==> config.mk <==
export PLATFORM = sky130hd
export DESIGN_NAME = cmp_branch_unit
export DESIGN_NICKNAME = d
export VERILOG_FILES = /design/src/rtl/cbr_pkg.sv /design/src/rtl/cbr_ctrl.sv /design/src/rtl/cbr_datapath.sv /design/src/rtl/cmp_branch_unit.sv
export SDC_FILE = /design/constraint.sdc
export NUM_CORES = 1
export LEC_CHECK = 0
export ABC_AREA = 1
export BUFFER_PORTS_ARGS = -buffer_cell sky130_fd_sc_hd__buf_2
export CAP_MARGIN = 20
export CORE_ASPECT_RATIO = 1.25
export CORE_MARGIN = 2
export CORE_UTILIZATION = 49
export DETAILED_ROUTE_END_ITERATION = 16
export MAX_ROUTING_LAYER = met4
export PLACE_DENSITY = 0.83
export SLEW_MARGIN = 10
export SYNTH_ARGS = -nofsm -noshare
export SYNTH_HDL_FRONTEND = slang
export SYNTH_SLANG_ARGS = --single-unit
==> constraint.sdc <==
create_clock -name clk -period 3.4 [get_ports clk]
set_input_delay 0 -clock clk [delete_from_list [all_inputs] [get_ports clk]]
set_output_delay 0 -clock clk [all_outputs]
set_load 0.01 [all_outputs]
==> src/rtl/cbr_pkg.sv <==
package cbr_pkg;

  // Flag bit positions inside the condition register
  localparam int FLAG_GT  = 0;
  localparam int FLAG_LT  = 1;
  localparam int FLAG_EQ  = 2;
  localparam int FLAG_GTU = 3;
  localparam int FLAG_LTU = 4;
  localparam int FLAG_W   = 5;

  // Branch condition selectors
  typedef enum logic [3:0] {
    COND_EQ  = 4'd0,
    COND_NE  = 4'd1,
    COND_LT  = 4'd2,
    COND_GT  = 4'd3,
    COND_LTU = 4'd4,
    COND_GTU = 4'd5,
    COND_GE  = 4'd6,
    COND_LE  = 4'd7,
    COND_GEU = 4'd8,
    COND_LEU = 4'd9
  } cond_e;

  localparam int COND_LEGAL_MAX = 9;

  // Strobes from control to datapath
  typedef struct packed {
    logic flagLoad;
    logic takeBranch;
  } cbr_strobe_t;

endpackage

==> src/rtl/cbr_ctrl.sv <==
module cbr_ctrl
  import cbr_pkg::*;
#(
  parameter int COND_W = 4
) (
  input  logic                cmpValid,
  input  logic                brValid,
  input  logic [COND_W-1:0]   brCond,
  input  logic [FLAG_W-1:0]   flags,
  output cbr_strobe_t         strobes,
  output logic                brTaken,
  output logic                brIllegal
);

  logic condLegal;
  logic condMet;

  assign condLegal = (int'(brCond) <= COND_LEGAL_MAX);

  always_comb begin
    condMet = 1'b0;
    unique case (brCond)
      COND_EQ:  condMet = flags[FLAG_EQ];
      COND_NE:  condMet = !flags[FLAG_EQ];
      COND_LT:  condMet = flags[FLAG_LT];
      COND_GT:  condMet = flags[FLAG_GT];
      COND_LTU: condMet = flags[FLAG_LTU];
      COND_GTU: condMet = flags[FLAG_GTU];
      COND_GE:  condMet = flags[FLAG_GT]  | flags[FLAG_EQ];
      COND_LE:  condMet = flags[FLAG_LT]  | flags[FLAG_EQ];
      COND_GEU: condMet = flags[FLAG_GTU] | flags[FLAG_EQ];
      COND_LEU: condMet = flags[FLAG_LTU] | flags[FLAG_EQ];
      default:  condMet = 1'b0;
    endcase
  end

  assign brTaken            = brValid && condLegal && condMet;
  assign brIllegal          = brValid && !condLegal;
  assign strobes.flagLoad   = cmpValid;
  assign strobes.takeBranch = brTaken;

endmodule

==> src/rtl/cbr_datapath.sv <==
module cbr_datapath
  import cbr_pkg::*;
#(
  parameter int DATA_W = 32,
  parameter int ADDR_W = 32,
  parameter int OFF_W  = 10
) (
  input  logic                clk,
  input  logic                rstN,
  input  cbr_strobe_t         strobes,
  input  logic [DATA_W-1:0]   cmpOpA,
  input  logic [DATA_W-1:0]   cmpOpB,
  input  logic [OFF_W-1:0]    brOffset,
  input  logic [ADDR_W-1:0]   brPc,
  output logic [FLAG_W-1:0]   flags,
  output logic [ADDR_W-1:0]   brTarget
);

  localparam int EXT_W = ADDR_W - OFF_W - 1;
  localparam logic [ADDR_W-1:0] INSN_BYTES = ADDR_W'(2);

  logic [FLAG_W-1:0] flagsQ;
  logic [FLAG_W-1:0] flagsNext;
  logic [ADDR_W-1:0] byteDisp;
  logic              opsEqual;

  assign opsEqual = (cmpOpA == cmpOpB);

  always_comb begin
    flagsNext = '0;
    if (opsEqual) begin
      flagsNext[FLAG_EQ] = 1'b1;
    end else begin
      flagsNext[FLAG_LT]  = $signed(cmpOpA) < $signed(cmpOpB);
      flagsNext[FLAG_GT]  = $signed(cmpOpA) > $signed(cmpOpB);
      flagsNext[FLAG_LTU] = cmpOpA < cmpOpB;
      flagsNext[FLAG_GTU] = cmpOpA > cmpOpB;
    end
  end

  always_ff @(posedge clk or negedge rstN) begin
    if (!rstN)                 flagsQ <= '0;
    else if (strobes.flagLoad) flagsQ <= flagsNext;
  end

  assign flags    = flagsQ;
  assign byteDisp = {{EXT_W{brOffset[OFF_W-1]}}, brOffset, 1'b0};
  assign brTarget = strobes.takeBranch ? (brPc + byteDisp) : (brPc + INSN_BYTES);

endmodule

==> src/rtl/cmp_branch_unit.sv <==
module cmp_branch_unit
  import cbr_pkg::*;
#(
  parameter int DATA_W = 32,
  parameter int ADDR_W = 32,
  parameter int OFF_W  = 10,
  parameter int COND_W = 4
) (
  input  logic              clk,
  input  logic              rstN,
  input  logic              cmpValid,
  input  logic [DATA_W-1:0] cmpOpA,
  input  logic [DATA_W-1:0] cmpOpB,
  input  logic              brValid,
  input  logic [COND_W-1:0] brCond,
  input  logic [OFF_W-1:0]  brOffset,
  input  logic [ADDR_W-1:0] brPc,
  output logic              brTaken,
  output logic [ADDR_W-1:0] brTarget,
  output logic              brIllegal
);

  cbr_strobe_t       strobes;
  logic [FLAG_W-1:0] flagsQ;

  cbr_ctrl #(.COND_W(COND_W)) u_ctrl (
    .cmpValid  (cmpValid),
    .brValid   (brValid),
    .brCond    (brCond),
    .flags     (flagsQ),
    .strobes   (strobes),
    .brTaken   (brTaken),
    .brIllegal (brIllegal)
  );

  cbr_datapath #(.DATA_W(DATA_W), .ADDR_W(ADDR_W), .OFF_W(OFF_W)) u_dp (
    .clk      (clk),
    .rstN     (rstN),
    .strobes  (strobes),
    .cmpOpA   (cmpOpA),
    .cmpOpB   (cmpOpB),
    .brOffset (brOffset),
    .brPc     (brPc),
    .flags    (flagsQ),
    .brTarget (brTarget)
  );

endmodule

=== After elaboration in Yosys (flattened, before gate mapping) ===
Index checks and enable logic that the tools add are counted.

* Input bits: 114
* Bits in read-only memories: 0
* Word-level logic and storage cells: 33
* Flip-flop bits (word level): 5
* Output and inout bits: 34
* Memory bits (writable): 0
* Memories kept: 0
* Bits in latches: 0

* Shift operators: 0
* Mux-type cells: 5
* Multipliers: 0
* Bitwise gates (word level): 4
* $lt $le $gt $ge: 5
* Eq/ne operators: 10
* Add/subtract/negate cells: 2
* Reductions and logical operators: 6
* Divide/modulo/power cells: 0

{| class="wikitable"
|+ Operator list
! operator !! number
|-
| $gt A32 B32 Y1 || 2
|-
| $lt A32 B32 Y1 || 2
|-
| $add A32 B2 Y32 const B || 1
|-
| $add A32 B32 Y32 || 1
|-
| $eq A32 B32 Y1 || 1
|-
| $mux W32 || 1
|-
| $eq A4 B3 Y1 const B || 4
|-
| $pmux W1 S10 || 1
|-
| $eq A4 B2 Y1 const B || 2
|-
| $eq A4 B4 Y1 const B || 2
|-
| $eq A4 B1 Y1 const B || 1
|-
| $le A4 B4 Y1 const B || 1
|-
| $logic_not A4 Y1 || 1
|-
| $mux W2 || 2
|-
| $or A1 B1 Y1 || 4
|-
| $logic_and A1 B1 Y1 || 3
|-
| $logic_not A1 Y1 || 2
|-
| $mux W1 || 1
|}

=== Longest topological paths before layout ===
* Depth in word-level cells: 4
* Mapped depth: 22
* Gate-level depth less buffers: 22

=== Modules after synthesis ===
A second synthesis with hierarchy kept.

* Cells, all modules: 677
* Area, all modules: 3449.6 µm²

{| class="wikitable"
|+ Modules (own cells, without submodules)
! module !! area each (µm²) !! cells each !! instances !! sequential area each (µm²)
|-
| cbr_datapath || 3265.6 || 639 || 1 || 125.1
|-
| cbr_ctrl || 183.9 || 38 || 1 || 0.0
|}

=== Least setup slack after synthesis ===
Ideal clock, no wire load.

* Path type: flip-flop to output port
* Start point: reg u_dp.flagsQ[2], in the netlist u_dp.flags[2]
* End point: out brTarget[22]
* Slack: 0.820 ns
* Required time: 3.400 ns
* Buffers on the path: 0
* Arrival: 2.580 ns
* Cell stages (with the launch flop): 16
* Cells stage by stage: dfrtp_1 inv_1 o21ai_0 o21ai_0 nand3_1 nand2_2 nand3_1 inv_1 ha_1 nand2_2 inv_1 a21oi_1 nand2_1 a21oi_1 nand2_1 xor2_1

* Cells in the longest elaborated chain, start to end: 4
* Elaborated cells between the ends (all ways): 8
* Those cells by class: mux: 2; bitwise: 4; reduce/logical: 2

{| class="wikitable"
|+ Ends and longest elaborated chain
! what !! RTL line !! RTL
|-
| start: declaration || cbr_datapath.sv:22 || <nowiki>logic [FLAG_W-1:0] flagsQ;</nowiki>
|-
| start signal: assignment || cbr_datapath.sv:43 || <nowiki>else if (strobes.flagLoad) flagsQ <= flagsNext;</nowiki>
|-
| $or A1 B1 Y1, or another cell as far along || cbr_ctrl.sv:32 || <nowiki>COND_LEU: condMet = flags[FLAG_LTU] | flags[FLAG_EQ];</nowiki>
|-
| $pmux W1 S10 (*) || cbr_ctrl.sv:22 || <nowiki>unique case (brCond)</nowiki>
|-
| $logic_and A1 B1 Y1 (*) || cbr_ctrl.sv:37 || <nowiki>assign brTaken = brValid && condLegal && condMet;</nowiki>
|-
| $mux W32 (*) || cbr_datapath.sv:48 || <nowiki>assign brTarget = strobes.takeBranch ? (brPc + byteDisp) : (brPc + INSN_BYTES);</nowiki>
|-
| end: declaration || cmp_branch_unit.sv:19 || <nowiki>output logic [ADDR_W-1:0] brTarget,</nowiki>
|}

Every way passes the cells marked *; elsewhere a longest branch is shown, timed or not.

=== Final worst setup path ===
* Start point: reg u_dp.flagsQ[2], in the netlist u_dp.flags[2]
* End point: out brTarget[24]

The elaborated chain is that of the path after synthesis.

==> impl_metrics.env <==
export IMPL_outcome="finished clean"
export IMPL_worstSetupStartpointType="flip-flop"
export IMPL_syn_num_nets=746
export IMPL_cts_resized=0
export IMPL_fin_cells=805
export IMPL_portBuffers=145
export IMPL_grt_overflow=0
export IMPL_rsz0062_at_grt="no"
export IMPL_wl_per_cell_um=12.0
export IMPL_synth_cells=569
export IMPL_setup_tns_ns=0
export IMPL_antennaDiodeCount=0
export IMPL_powerDensity_nw_per_um2=167
export IMPL_grt_pass1_wl_um=16300
export IMPL_die_x_um=77.2
export IMPL_num_rows=33
export IMPL_internal_power_mw=0.361
export IMPL_cts_tree="yes"
export IMPL_fin_nets=896
export IMPL_gr_usage_all_layers_pct=27.1
export IMPL_drtPass1Iterations=4
export IMPL_area_delta_synth_final_pct=27.0
export IMPL_grt_max_degree=22
export IMPL_ys_seq_area_share_pct=3.81
export IMPL_ys_dominant_reg_cell="dfrtp_1"
export IMPL_cp_end_kind="output port"
export IMPL_fin_skew_ns=0
export IMPL_yosys_warnings=0
export IMPL_p_switching_mw=0.334
export IMPL_comb_power_share_pct=73.6
export IMPL_dp_cells=800
export IMPL_antenna_found_initial=0
export IMPL_dpl_hpwl_um=8750
export IMPL_place_gp_congestion=1.01
export IMPL_clkPwrFrac_pct=15.8
export IMPL_start_util_pct=50.3
export IMPL_clockRootBuffer="clkbuf_8"
export IMPL_hold_class="in -> out"
export IMPL_synth_area_um2=3280
export IMPL_peakVddDrop_uv=117
export IMPL_die_area_um2=7370
export IMPL_grt_pass1_vias=4043
export IMPL_post_cts_buffers=0
export IMPL_largest_register_ffs=5
export IMPL_die_y_um=95.5
export IMPL_numCtsBuffers=3
export IMPL_drv_cap=0
export IMPL_setup_viol=0
export IMPL_p_seq_share_pct=10.7
export IMPL_ios=148
export IMPL_first_iter_violations=119
export IMPL_drive_gt1_share_pct=25.2
export IMPL_drv_slew=0
export IMPL_async_flop_share_pct=100
export IMPL_synthDistinctLibCells=37
export IMPL_max_freq_mhz=324
export IMPL_p_leak_nw=2.67
export IMPL_maxSlewHeadroom_pct=64.8
export IMPL_setup_ws_ns=0.310
export IMPL_switching_share_pct=48.1
export IMPL_crit_path_max_fanout=21
export IMPL_path_class="reg -> out"
export IMPL_dr_total_vias=4070
export IMPL_tightest_slew_ns=0.523
export IMPL_finalCriticalPeriod_ns=3.09
export IMPL_wl_um=9690
export IMPL_synth_seq_cells=5
export IMPL_cp_required_ns=3.40
export IMPL_finalCritPeriodShare_pct=90.9
export IMPL_placed_area_um2=4110
export IMPL_worstSkewPairLatency_ns=0.22
export IMPL_post_route_util_pct=63.8
export IMPL_hold_viol=0
export IMPL_drc=0
export IMPL_core_um2=6520
export IMPL_clk_pin_slew_ns=0.03
export IMPL_whs_ns=0.00000392
export IMPL_ant_nets=0
export IMPL_dp_slack_ns=0.526
export IMPL_clkSinkCount=5
export IMPL_clockBufferDepth=2
export IMPL_crit_arrival_ns=3.09
export IMPL_avgSynthCellArea_um2=5.77
export IMPL_synth_edf_count=0
export IMPL_finish_instance_area_um2=4170
export IMPL_viasPerCell=5.06
export IMPL_p_total_mw=0.695
export IMPL_htreeDepth=1
-- layout make-up --
type / count / area [µm²]
Tap cell: 87 / 109
Clock buffer: 4 / 45.0
Multi-Input combinational cell: 455 / 2740
Fill cell: 645 / 2360
Timing Repair Buffer: 147 / 743
Sequential cell: 5 / 125
Inverter: 107 / 402
-- routing by layer --
metal / track usage [%] / part of all wire (%) / vias up
met5: - / 0 / -
met4: 9.52 / 2.9 / 0
met3: 2.27 / 4.7 / 19
met2: 54.2 / 52 / 128
met1: 27.5 / 41 / 1788
li1: - / - / 2135
-- placed cells by master, fill, tap and decap left out, types with 3 or more instances in the layout --
master	Yosys	layout
nor2_2	5	5
a21oi_1	47	47
inv_1	103	103
nor3_1	6	6
nand4_1	11	11
nand3_1	30	30
inv_2	3	3
o21bai_1	6	6
o21ai_0	13	13
a21o_1	7	7
dfrtp_1	5	5
a21boi_0	4	4
o21a_1	3	3
ha_1	62	62
buf_2	0	145
xor2_1	17	17
nand2_2	12	12
nor2_1	59	59
nand2_1	147	147
clkbuf_8	0	3
xnor2_1	4	4
-- cell usage after synthesis (6+ instances only) --
| library cell | count | share of area, % |
|---|---|---|
| nand2_2 | 12 | 2.3 |
| nor2_1 | 59 | 6.8 |
| inv_1 | 103 | 12 |
| xor2_1 | 17 | 4.5 |
| o21bai_1 | 6 | 1.4 |
| a21o_1 | 7 | 1.6 |
| nand4_1 | 11 | 2.1 |
| nor3_1 | 6 | 0.92 |
| nand2_1 | 147 | 17 |
| o21ai_0 | 13 | 2.0 |
| ha_1 | 62 | 24 |
| a21oi_1 | 47 | 7.2 |
| nand3_1 | 30 | 4.6 |
-- cell families (layout without fill, tap and decap cells) --
family                     after synthesis  after routing  synth area share [%]
and+or+nand+nor                        279            279                  37.0
adders and majority gates               63             63                  24.3
xor gates and xnor gates                21             21                  5.61
buffers and inverters                  109            258                  12.6
DFF                                      5              5                  3.81
AOI/OAI and AO/OA                       92             92                  16.7
-- worst paths after layout --
path                                from       endpoint  slack (ns)  cells past startpoint
setup / recovery           u_dp.flags[2]   brTarget[24]        0.31                     17
hold / removal                   brPc[0]    brTarget[0]    0.000004                      0
setup reg to reg           u_dp.flags[2]  u_dp.flags[2]        2.75                      2
hold reg to reg            u_dp.flags[1]  u_dp.flags[1]        0.47                      2
max in group asynchronous           rstN  u_dp.flags[4]        3.12                      2
min in group asynchronous           rstN  u_dp.flags[0]        0.15                      2
-- power groups by stage --
stage,Combinational (mW),Clock [mW],Sequential (mW)
floorplan,0.321,0,0.0729
global placement,0.498,0,0.0734
detailed placement,0.508,0,0.0745
CTS,0.511,0.110,0.0739
global route,0.576,0.117,0.0752
finish,0.511,0.110,0.0741
-- critical path: stages, from the launching register on --
cell and delay [ns]:
dfrtp_1 0.39, inv_1 0.08, o21ai_0 0.06, o21ai_0 0.17, nand3_1 0.11, nand2_2 0.10, nand3_1 0.11, inv_1 0.07
buf_4 0.26, ha_1 0.35, nand2_1 0.21, nor2_1 0.08, nor2_1 0.24, o21ai_1 0.14, nand2_1 0.08, nand3_1 0.10
xor2_1 0.16, buf_2 0.15
-- what timing repair did --
| action | in CTS | in global routing |
|---|---|---|
| setup endpoints to repair | 0 | 1 |
| hold endpoints to repair | 5 | 0 |
| hold buffers | 1 | 0 |
Power figures use the tool's default switching activity.
